### config.mk
export PLATFORM = sky130hd
export DESIGN_NAME = dll_lf_top
export DESIGN_NICKNAME = d
export VERILOG_FILES = /design/src/rtl/dll_lf_pkg.sv /design/src/rtl/dll_lf_sync.sv /design/src/rtl/dll_lf_lane.sv /design/src/rtl/dll_lf_lock.sv /design/src/rtl/dll_lf_top.sv
export SDC_FILE = /design/constraint.sdc
export NUM_CORES = 1
export LEC_CHECK = 0
export BUFFER_PORTS_ARGS = -buffer_cell sky130_fd_sc_hd__buf_2
export CAP_MARGIN = 20
export CORE_MARGIN = 2
export CORE_UTILIZATION = 50
export CTS_CLUSTER_DIAMETER = 120
export DETAILED_ROUTE_END_ITERATION = 12
export PLACE_DENSITY_LB_ADDON = 0.2
export SLEW_MARGIN = 30
export SYNTH_ARGS = -nofsm -noshare
export SYNTH_HDL_FRONTEND = slang
export SYNTH_HIERARCHICAL = 1
export SYNTH_SLANG_ARGS = --single-unit
### constraint.sdc
create_clock -name clk -period 8 [get_ports clk]
set_clock_uncertainty 0.2 [all_clocks]
set_input_delay 0.8 -clock clk [delete_from_list [all_inputs] [get_ports clk]]
set_output_delay 0.8 -clock clk [all_outputs]
set_load 0.005 [all_outputs]
### src/rtl/dll_lf_pkg.sv
// Package: shared types for the cascaded DLL loop controller.
// Assumes: nothing beyond being compiled before the modules that import it.
package dll_lf_pkg;

    // Sequence phase shared by both loops.
    typedef enum logic [1:0] {
        PH_CAPTURE = 2'd0,
        PH_SWEEP   = 2'd1,
        PH_TRACK   = 2'd2
    } phase_e;

endpackage

### src/rtl/dll_lf_sync.sv
// Module: multi-bit, multi-stage flop synchronizer for detector samples.
// Assumes: the bits are independent; no bus coherency is needed, because
// each bit is a separate sampler output that settles over a slot.
module dll_lf_sync #(
    parameter int WIDTH  = 1,
    parameter int STAGES = 2
) (
    input  logic             clk,
    input  logic             rst_n,
    input  logic [WIDTH-1:0] d_i,
    output logic [WIDTH-1:0] q_o
);

    logic [WIDTH-1:0] stage_q [STAGES];

    // Shift the raw sample through the flop chain.
    always_ff @(posedge clk) begin
        if (!rst_n) begin
            for (int i = 0; i < STAGES; i++) stage_q[i] <= '0;
        end else begin
            stage_q[0] <= d_i;
            for (int i = 1; i < STAGES; i++) stage_q[i] <= stage_q[i-1];
        end
    end

    assign q_o = stage_q[STAGES-1];

endmodule

### src/rtl/dll_lf_lane.sv
// Module: code register and decision logic for one delay line.
// It holds a linear code in fine units, records a detector reference,
// runs the optional coarse sweep and applies the tracking step.
// PD_W selects the detector variant: 1 (single bit) or 2 (true/complement pair).
// Assumes: at most one of capture_i, sweep_i and track_i is high in a cycle,
// and restart_i takes priority over all of them.
module dll_lf_lane #(
    parameter  int PD_W        = 1,
    parameter  int COARSE_TAPS = 6,
    parameter  int FINE_STEPS  = 15,
    parameter  int GAIN_W      = 2,
    localparam int FINE_W      = $clog2(FINE_STEPS + 1)
) (
    input  logic                   clk,
    input  logic                   rst_n,
    input  logic                   restart_i,
    input  logic                   capture_i,
    input  logic                   sweep_i,
    input  logic                   track_i,
    input  logic                   sweep_en_i,
    input  logic [GAIN_W-1:0]      gain_sel_i,
    input  logic [PD_W-1:0]        pd_i,
    output logic [COARSE_TAPS-1:0] coarse_o,
    output logic [FINE_W-1:0]      fine_o,
    output logic                   done_o,
    output logic                   up_o
);

    localparam int CODE_MAX = COARSE_TAPS * FINE_STEPS + FINE_STEPS;
    localparam int CODE_W   = $clog2(CODE_MAX + 1);
    localparam logic [CODE_W:0] MAX_X = (CODE_W + 1)'(CODE_MAX);

    logic [CODE_W-1:0]      code_q;
    logic [PD_W-1:0]        ref_q;
    logic                   done_q;
    logic                   live_bit;
    logic                   ref_bit;
    logic [CODE_W:0]        code_x;
    logic [CODE_W:0]        step_w;
    logic [CODE_W:0]        up_sum;
    logic [CODE_W-1:0]      up_val;
    logic [CODE_W-1:0]      dn_val;
    logic [CODE_W-1:0]      sweep_val;
    logic [CODE_W-1:0]      base;
    logic [COARSE_TAPS-1:0] therm;
    logic                   at_top;
    logic                   flip;

    // Pick the compared detector bit according to the detector variant.
    generate
        if (PD_W == 1) begin : g_single
            assign live_bit = pd_i[0];
            assign ref_bit  = ref_q[0];
        end else begin : g_pair
            logic use_comp;
            assign use_comp = ref_q[1] & ~ref_q[0];
            assign live_bit = use_comp ? pd_i[0]  : pd_i[1];
            assign ref_bit  = use_comp ? ref_q[0] : ref_q[1];
        end
    endgenerate

    assign up_o = (live_bit == ref_bit);
    assign flip = (pd_i != ref_q);

    // Saturating arithmetic on the linear code.
    assign code_x    = {1'b0, code_q};
    assign step_w    = (CODE_W + 1)'(1) << gain_sel_i;
    assign up_sum    = code_x + step_w;
    assign up_val    = (up_sum > MAX_X) ? CODE_W'(CODE_MAX) : up_sum[CODE_W-1:0];
    assign dn_val    = (code_x >= step_w) ? CODE_W'(code_x - step_w) : '0;
    assign sweep_val = CODE_W'(code_x + (CODE_W + 1)'(FINE_STEPS));

    // One comparator per coarse tap builds the thermometer word.
    for (genvar k = 0; k < COARSE_TAPS; k++) begin : g_therm
        assign therm[k] = (code_q >= CODE_W'((k + 1) * FINE_STEPS));
    end

    assign at_top = therm[COARSE_TAPS-1];

    // Linear offset of the highest coarse tap reached, for the fine remainder.
    always_comb begin
        base = '0;
        for (int k = 0; k < COARSE_TAPS; k++) begin
            if (therm[k]) base = CODE_W'((k + 1) * FINE_STEPS);
        end
    end

    assign coarse_o = therm;
    assign fine_o   = FINE_W'(code_q - base);
    assign done_o   = done_q | (sweep_i & (flip | at_top));

    // Sequence the code through capture, sweep and tracking.
    always_ff @(posedge clk) begin
        if (!rst_n || restart_i) begin
            code_q <= '0;
            ref_q  <= '0;
            done_q <= 1'b0;
        end else if (capture_i) begin
            ref_q  <= pd_i;
            code_q <= '0;
            done_q <= ~sweep_en_i;
        end else if (sweep_i && !done_q) begin
            if (flip || at_top) done_q <= 1'b1;
            else                code_q <= sweep_val;
        end else if (track_i) begin
            code_q <= up_o ? up_val : dn_val;
        end
    end

endmodule

### src/rtl/dll_lf_lock.sv
// Module: lock detector that counts consecutive direction reversals.
// Assumes: up1_i and up2_i are valid in every cycle where track_i is high.
module dll_lf_lock #(
    parameter int LOCK_RUN = 16
) (
    input  logic clk,
    input  logic rst_n,
    input  logic restart_i,
    input  logic track_i,
    input  logic up1_i,
    input  logic up2_i,
    output logic locked_o
);

    localparam int RUN_W = $clog2(LOCK_RUN + 1);

    logic [RUN_W-1:0] run_q;
    logic             prev1_q;
    logic             prev2_q;
    logic             seen_q;
    logic             locked_q;
    logic             reversed;

    assign reversed = seen_q & (up1_i != prev1_q) & (up2_i != prev2_q);

    // Count reversals, remember the last direction and set the sticky flag.
    always_ff @(posedge clk) begin
        if (!rst_n || restart_i) begin
            run_q    <= '0;
            prev1_q  <= 1'b0;
            prev2_q  <= 1'b0;
            seen_q   <= 1'b0;
            locked_q <= 1'b0;
        end else if (track_i) begin
            seen_q  <= 1'b1;
            prev1_q <= up1_i;
            prev2_q <= up2_i;
            if (reversed) begin
                if (run_q != RUN_W'(LOCK_RUN))   run_q    <= run_q + 1'b1;
                if (run_q == RUN_W'(LOCK_RUN - 1)) locked_q <= 1'b1;
            end else begin
                run_q <= '0;
            end
        end
    end

    assign locked_o = locked_q;

endmodule

### src/rtl/dll_lf_top.sv
// Module: loop filter for two cascaded strobe-path delay lines.
// It synchronizes the detectors, divides the clock into update slots,
// sequences capture, sweep and tracking, and reports lock.
// Assumes: start_i is a single-cycle pulse, and the sweep enables and gains
// are quasi-static configuration.
module dll_lf_top
    import dll_lf_pkg::*;
#(
    parameter  int COARSE_TAPS = 6,
    parameter  int FINE_STEPS  = 15,
    parameter  int GAIN_W      = 2,
    parameter  int SLOT_CLKS   = 8,
    parameter  int LOCK_RUN    = 16,
    parameter  int SYNC_STAGES = 2,
    localparam int FINE_W      = $clog2(FINE_STEPS + 1)
) (
    input  logic                   clk,
    input  logic                   rst_n,
    input  logic                   start_i,
    input  logic                   pd1_i,
    input  logic [1:0]             pd2_i,
    input  logic [1:0]             sweep_en_i,
    input  logic [GAIN_W-1:0]      gain1_sel_i,
    input  logic [GAIN_W-1:0]      gain2_sel_i,
    output logic [COARSE_TAPS-1:0] coarse1_o,
    output logic [FINE_W-1:0]      fine1_o,
    output logic [COARSE_TAPS-1:0] coarse2_o,
    output logic [FINE_W-1:0]      fine2_o,
    output logic                   locked_o
);

    localparam int SLOT_W = (SLOT_CLKS > 1) ? $clog2(SLOT_CLKS) : 1;

    logic [SLOT_W-1:0] slot_q;
    logic              slot_tick;
    phase_e            phase_q;
    logic [2:0]        pd_sync;
    logic              cap_go;
    logic              swp_go;
    logic              trk_go;
    logic              done1;
    logic              done2;
    logic              up1;
    logic              up2;

    dll_lf_sync #(.WIDTH(3), .STAGES(SYNC_STAGES)) u_sync (
        .clk   (clk),
        .rst_n (rst_n),
        .d_i   ({pd2_i, pd1_i}),
        .q_o   (pd_sync)
    );

    // Free-running slot divider, realigned by a start pulse.
    always_ff @(posedge clk) begin
        if (!rst_n || start_i)  slot_q <= '0;
        else if (slot_tick)     slot_q <= '0;
        else                    slot_q <= slot_q + 1'b1;
    end

    assign slot_tick = (slot_q == SLOT_W'(SLOT_CLKS - 1));

    // Phase sequencer: capture, then optional sweep, then tracking.
    always_ff @(posedge clk) begin
        if (!rst_n || start_i) begin
            phase_q <= PH_CAPTURE;
        end else if (slot_tick) begin
            case (phase_q)
                PH_CAPTURE: phase_q <= (|sweep_en_i) ? PH_SWEEP : PH_TRACK;
                PH_SWEEP:   if (done1 && done2) phase_q <= PH_TRACK;
                default:    phase_q <= PH_TRACK;
            endcase
        end
    end

    assign cap_go = slot_tick && (phase_q == PH_CAPTURE);
    assign swp_go = slot_tick && (phase_q == PH_SWEEP);
    assign trk_go = slot_tick && (phase_q == PH_TRACK);

    dll_lf_lane #(
        .PD_W(1), .COARSE_TAPS(COARSE_TAPS), .FINE_STEPS(FINE_STEPS), .GAIN_W(GAIN_W)
    ) u_lane1 (
        .clk        (clk),
        .rst_n      (rst_n),
        .restart_i  (start_i),
        .capture_i  (cap_go),
        .sweep_i    (swp_go),
        .track_i    (trk_go),
        .sweep_en_i (sweep_en_i[0]),
        .gain_sel_i (gain1_sel_i),
        .pd_i       (pd_sync[0]),
        .coarse_o   (coarse1_o),
        .fine_o     (fine1_o),
        .done_o     (done1),
        .up_o       (up1)
    );

    dll_lf_lane #(
        .PD_W(2), .COARSE_TAPS(COARSE_TAPS), .FINE_STEPS(FINE_STEPS), .GAIN_W(GAIN_W)
    ) u_lane2 (
        .clk        (clk),
        .rst_n      (rst_n),
        .restart_i  (start_i),
        .capture_i  (cap_go),
        .sweep_i    (swp_go),
        .track_i    (trk_go),
        .sweep_en_i (sweep_en_i[1]),
        .gain_sel_i (gain2_sel_i),
        .pd_i       (pd_sync[2:1]),
        .coarse_o   (coarse2_o),
        .fine_o     (fine2_o),
        .done_o     (done2),
        .up_o       (up2)
    );

    dll_lf_lock #(.LOCK_RUN(LOCK_RUN)) u_lock (
        .clk       (clk),
        .rst_n     (rst_n),
        .restart_i (start_i),
        .track_i   (trk_go),
        .up1_i     (up1),
        .up2_i     (up2),
        .locked_o  (locked_o)
    );

endmodule

==> flow_summary.json, run 1 <==
{
  "status": "complete, no violations",
  "dp_cells": 646,
  "slew_violations": 0,
  "pwr-share-clk": 0.366,
  "synth_fa_ha_area_frac": 0.138,
  "min_path_cells": 1,
  "core-area_mm2": 0.00781,
  "wire_per_inst_um": 15.1,
  "tightest_slew_ns": 0.742,
  "layout.nets": 604,
  "setup_viol": 0,
  "overflow": 0,
  "synth_edf_count": 0,
  "synth_simple_gate_area_frac": 0.264,
  "p_int_uw": 276,
  "cts-root-buf": "clkbuf_8",
  "hold_end": "u_sync/stage_q[0][4]",
  "place_congestion": 0.908,
  "grt_usage": 0.237,
  "synth_area_mm2": 0.00405,
  "port_buffers": 32,
  "ys_ff_latch": 39,
  "end_kind": "output pin",
  "synthArstFlopShare": 0,
  "htree_levels": 2,
  "io_pins": 33,
  "grt_max_degree": 22,
  "post-route-period-util": 0.540,
  "p_comb_frac": 0.119,
  "drive_above_1_share": 0.121,
  "peakVddDrop_uv": 59.1,
  "drtIter0Drc": 207,
  "holdBufCountCts": 0,
  "worstHoldStart": "u_sync/stage_q[0][1]",
  "path_clk_slew_ns": 0.09,
  "drc_errors": 0,
  "max_slew_margin": 0.505,
  "yosysUniqueCellTypes": 69,
  "ys_seq_area_frac": 0.193,
  "r2r_setup_slack_ns": 5.02,
  "die_h_um": 94.0,
  "via_per_inst": 5.98,
  "synth_top_family_by_area": "simple AND/OR/NAND/NOR gates",
  "p_sw_uw": 106,
  "hold_viol_final": 0,
  "r2r-start": "u_lane2/code_q[0]",
  "r2r_end": "u_lane2/code_q[3]",
  "p_per_area_mw_per_mm2": 88.7,
  "vias": 3908,
  "worstPathMaxFanout": 16,
  "seq_power_share": 0.515,
  "synthMuxAreaShare": 0.0275,
  "yosys_warnings": 6,
  "hold_path_class": "reg -> reg",
  "grt_pass1_vias": 3657,
  "sw_frac_of_total": 0.278,
  "worstSetupPathType": "reg -> out",
  "synth_compound_area_frac": 0.255,
  "arrival_ns": 3.32,
  "firstDrtPassIters": 5,
  "grt_pass1_wl_um": 17200,
  "syn_avg_cell_area_um2": 7.53,
  "tns_ns": 0,
  "die_area_mm2": 0.00884,
  "required_ns": 7.00,
  "min_period_ns": 4.32,
  "synth_cells": 538,
  "clock_latency_ns": 0.29,
  "grt_antenna_before_repair": 0,
  "wl_um": 9910,
  "critPathLaunchType": "register",
  "row_count": 32,
  "drtAntennaViolNets": 0,
  "post_cts_resized": 0,
  "numCtsBuffers": 5,
  "nFillCells": 761,
  "diodes": 0,
  "p_leak_uw": 0.00177,
  "total_power_uw": 382,
  "die_w_um": 94.0,
  "syn_nets": 591,
  "synthFlopType": "dfxtp_1",
  "clock_path_buffers": 2,
  "syn_to_final_growth_pct": 6.39,
  "postCtsSetupBuffers": 0,
  "cts_tree": "yes",
  "maxCapViolCount": 0,
  "rsz0062_at_grt": "false",
  "fmax_mhz": 232,
  "synth_xor_area_frac": 0.0454,
  "hpwl_um": 7350,
  "start_util": 0.519,
  "final-instance-count-excl-fill": 654,
  "reg2reg_depth": 10,
  "cts_sinks": 39
}
logic make-up after synthesis:
group                      count (synthesis)
AOI/OAI and AO/OA                        150
xor gates and xnor gates                  21
adders and majority gates                 41
buffers and inverters                     73
DFF                                       39
muxes                                     11
and+or+nand+nor                          203
stage by stage:
| step | instance area, µm² | util | hold slack [ns] | setup WS (ns) |
|---|---|---|---|---|
| final | 4310 | 0.552 | 0.233 | 3.68 |
| after CTS | 4310 | 0.552 | 0.240 | 3.67 |
| after detailed placement | 4220 | 0.540 | 0.217 | 3.99 |
| after global routing | 4310 | 0.552 | 0.248 | 3.22 |
| after floorplan | 4050 | - | 0.206 | 4.46 |
| after global placement | 4220 | 0.540 | 0.209 | 4.14 |
sequential cells by signal, indices dropped and copies added, names as in the netlist, 2 cells and up:
signal and cells:
u_lock/run_q 5, u_sync/stage_q 6, slot_q 3, u_lane2/ref_q 2
u_lane2/code_q 7, u_lane1/code_q 7, phase_q 2
per-layer routing:
metal,GRT usage,vias to the layer above,share of wire
li1,-,1944,-
met1,0.332,1794,0.46
met2,0.374,155,0.45
met3,0.0313,15,0.067
met4,0.0761,0,0.018
met5,0,-,0
layout by cell type (no fill, tap or decap), types with 7 or more instances in the layout:
cell type  count
nand3_1       11
nor2_1        48
o21ai_0       31
inv_1         40
ha_1          35
a21oi_1       33
nor4_1         7
mux2i_1       10
buf_2         32
nand2b_1      24
dfxtp_1       39
nor2b_1       10
xnor2_1       17
and2_1         9
o311ai_0       7
a31oi_1       16
nand2_1       45
nor3_1        11
a211oi_1       9
cell type report:
cell class	instances	area, µm²	share of cell area
Clock buffer	5	68.8	0.0160
Timing Repair Buffer	35	183	0.0424
Tap cell	102	128	0.0296
Clock inverter	3	23.8	0.00552
Inverter	44	165	0.0383
Multi-Input combinational cell	426	2960	0.687
Sequential cell	39	781	0.181
critical path, stage by stage (launching register included):
cell,delay (ns)
dfxtp_1,0.72
inv_1,0.21
ha_1,0.23
nor3_1,0.13
nor2_1,0.05
o21ai_0,0.14
nand2_1,0.11
o21ai_0,0.33
inv_1,0.08
ha_1,0.28
a21o_1,0.17
a21oi_1,0.17
xnor2_1,0.16
xnor2_1,0.13
buf_2,0.13
synth_stat cells, types with 4 or more instances:
master	n	area, µm²
buf_2	5	25.0
xnor2_1	17	149
o311ai_0	7	61.3
o21ai_0	31	155
nand2b_1	24	150
a31oi_1	16	100
nor3b_1	4	30.0
nor3_1	11	55.1
nor2_1	48	180
ha_1	35	438
nand3_1	11	55.1
and2_1	9	56.3
inv_1	40	150
fa_1	6	120
nor4_1	7	43.8
o21a_1	5	37.5
dfxtp_1	39	781
clkbuf_1	16	60.1
nand3b_1	5	37.5
nand4_1	5	31.3
nor2b_1	10	62.6
buf_4	7	52.6
a211oi_1	9	67.6
nand2_1	45	169
a21oi_1	33	165
o31a_1	6	52.6
mux2i_1	10	100
a21o_1	6	45.0
xor2_1	4	35.0
power by group through the flow:
stage | clock network (µW) | logic (µW) | registers, µW
2_1_floorplan | 0 | 33.7 | 201
3_3_place_gp | 0 | 43.9 | 201
3_5_place_dp | 0 | 44.8 | 201
4_1_cts | 145 | 45.2 | 197
5_1_grt | 153 | 51.1 | 197
6_report | 140 | 45.7 | 197
worst max-delay path by stage:
stage | from | end | cells after the start
global route | u_lane1/code_q[1] | fine1_o[3] | 14
finish | u_lane1/code_q[1] | fine1_o[3] | 14
CTS | u_lane1/code_q[1] | fine1_o[3] | 14
global placement | u_lane1/code_q[1] | fine1_o[3] | 14
detailed placement | u_lane1/code_q[1] | fine1_o[3] | 14
floorplan | u_lane1/code_q[1] | fine1_o[3] | 14
(Power assumes the default switching activity.)
==> inputs of run 2 (changes only) <==
clock period = 4 ns   (was 8 ns; I/O delays follow)
==> run 2 against run 1 <==
Design area rose by 0.84%. Wire length is 1.5% lower. Die area did not move. Clock power grew 140%. Register-to-register slack got worse by 4.0 ns. Hold slack worse by 0.12 ns. Final cell count is 0.31% higher. Combinational power up 98%. Sequential cell count is the same. Non-clock buffer count rose by 2. Worst setup slack got worse by 3.1 ns. Utilization increased by 0.46 points.
==> flow_summary.json, run 2 (synthesis gave the netlist of run 1 again) <==
{
  "layout.nets": 606,
  "cts_tree": "yes",
  "status": "complete, no violations",
  "die_area_mm2": 0.00884,
  "post-place-ws_ns": 0.607,
  "drtIter0Drc": 165,
  "wire_per_inst_um": 14.9,
  "area.sequential_um2": 782,
  "clock_path_buffers": 2,
  "reg_top3": "u_lane1/code_q (7), u_lane2/code_q (7), u_sync/stage_q (6)",
  "required_ns": 3.40,
  "slew_violations": 0,
  "rsz0062_at_grt": "false",
  "maxCapViolCount": 0,
  "post-route-period-util": 0.866,
  "grt_pass1_vias": 3653,
  "min_period_ns": 3.47,
  "cts-root-buf": "clkbuf_8",
  "critPathSlowestCell": "dfxtp_1",
  "row_count": 32,
  "tightest_slew_ns": 0.735,
  "arrival_ns": 2.87,
  "worst_slack_ns": 0.535,
  "nFillCells": 743,
  "max_slew_margin": 0.509,
  "multiInputGateArea_mm2": 0.00296,
  "drc_errors": 0,
  "critical-path-top-delay-family": "compound AO/OA/AOI/OAI gates",
  "grt_pass1_wl_um": 16800,
  "p_per_area_mw_per_mm2": 188,
  "p_leak_uw": 0.00180,
  "htree_levels": 2,
  "worstSetupPathType": "reg -> out",
  "worstPathMaxFanout": 8,
  "vias": 3865,
  "grt_antenna_before_repair": 0,
  "critPathLaunchType": "register",
  "io_pins": 33,
  "path_clk_slew_ns": 0.09,
  "grt_usage": 0.230,
  "cts_sinks": 39,
  "hold_path_class": "in -> reg",
  "postCtsSetupBuffers": 0,
  "core-area_mm2": 0.00781,
  "fmax_mhz": 289,
  "path_buf_inv": 3,
  "final_cell_mix": "nor2_1, nand2_1, inv_1, dfxtp_1, ha_1",
  "worstPathCellList": "inv_1 > ha_1 > o21ai_0 > o21ai_0 > nand2b_1 > a31oi_1 > nor2_1 > nor2_1 > ha_1 > inv_1 > a21o_1 > a21oi_1 > xnor2_1 > xnor2_1 > buf_2",
  "wl_um": 9750,
  "hold_viol_final": 0,
  "firstDrtPassIters": 5,
  "tns_ns": 0,
  "end_kind": "output pin",
  "numCtsBuffers": 5,
  "clock_latency_ns": 0.29,
  "diodes": 0,
  "critPathMaxStageDelay_ns": 0.51,
  "syn_to_final_growth_pct": 7.29,
  "hpwl_um": 7290,
  "die_w_um": 94.0,
  "die_h_um": 94.0,
  "setup_viol": 0,
  "peakVddDrop_uv": 154,
  "overflow": 0,
  "drive_above_1_share": 0.126,
  "post-route-util": 0.557,
  "drtAntennaViolNets": 0,
  "via_per_inst": 5.89,
  "port_buffers": 32,
  "layout_commonest_cell": "nor2_1",
  "start_util": 0.519,
  "grt_max_degree": 22,
  "place_congestion": 0.874
}
==> run 2: changes by cell type in the layout (fill, tap and decap cells not counted), sizes merged <==
cell | before | now
buf | 35 | 37
clkinv | 1 | 3
clkinvlp | 2 | 0
bufinv | 0 | 1
inv | 44 | 43
==> run 2: per-stage QoR <==
step	cell area [µm²]	hold slack (ns)	total power, µW	instances
finish	4350	0.117	815	656
global route	4350	0.105	853	656
CTS	4350	0.104	825	656
detailed placement	4230	0.222	492	648
global placement	4230	0.209	490	648
floorplan	4050	0.206	469	538
==> run 2: what timing repair did <==
item	CTS	global route
resized for setup	0	1
hold buffers	0	0
endpoints found under the setup margin	0	1
==> run 2: worst register-to-register path, cell delays in order (launching register included) <==
cell,delay (ns)
dfxtp_1,0.41
inv_1,0.20
ha_1,0.19
inv_1,0.05
fa_1,0.40
a21o_1,0.17
a21oi_1,0.41
a31oi_1,0.28
a211oi_1,0.26
a31oi_1,0.08
o31a_1,0.26
==> run 2: layer usage <==
layer  GRT usage  vias to the layer above  part of all wire
li1            -                     1947                 -
met1       0.314                     1775              0.47
met2       0.377                      131              0.47
met3      0.0289                       12             0.056
met4      0.0688                        0             0.012
met5           0                        -                 0
==> run 2: layout make-up <==
cell class	instances	area share
Multi-Input combinational cell	426	0.681
Sequential cell	39	0.180
Timing Repair Buffer	37	0.0455
Inverter	44	0.0380
Tap cell	102	0.0294
Clock buffer	5	0.0158
Clock inverter	3	0.0101
==> run 2: where the power goes <==
part           internal, µW  switching, µW
clock network           186            145
logic                  35.3           55.4
registers               392           1.79
total                   613            203
==> run 2: worst paths after layout <==
check                  startpoint              endpoint  slack (ns)  cells after the start
max             u_lane2/code_q[0]            fine2_o[3]        0.53                     15
min                         pd1_i  u_sync/stage_q[0][0]        0.12                      2
max reg2reg     u_lane2/code_q[0]     u_lane2/code_q[3]        0.98                     10
min reg2reg  u_sync/stage_q[0][0]  u_sync/stage_q[0][3]        0.24                      1
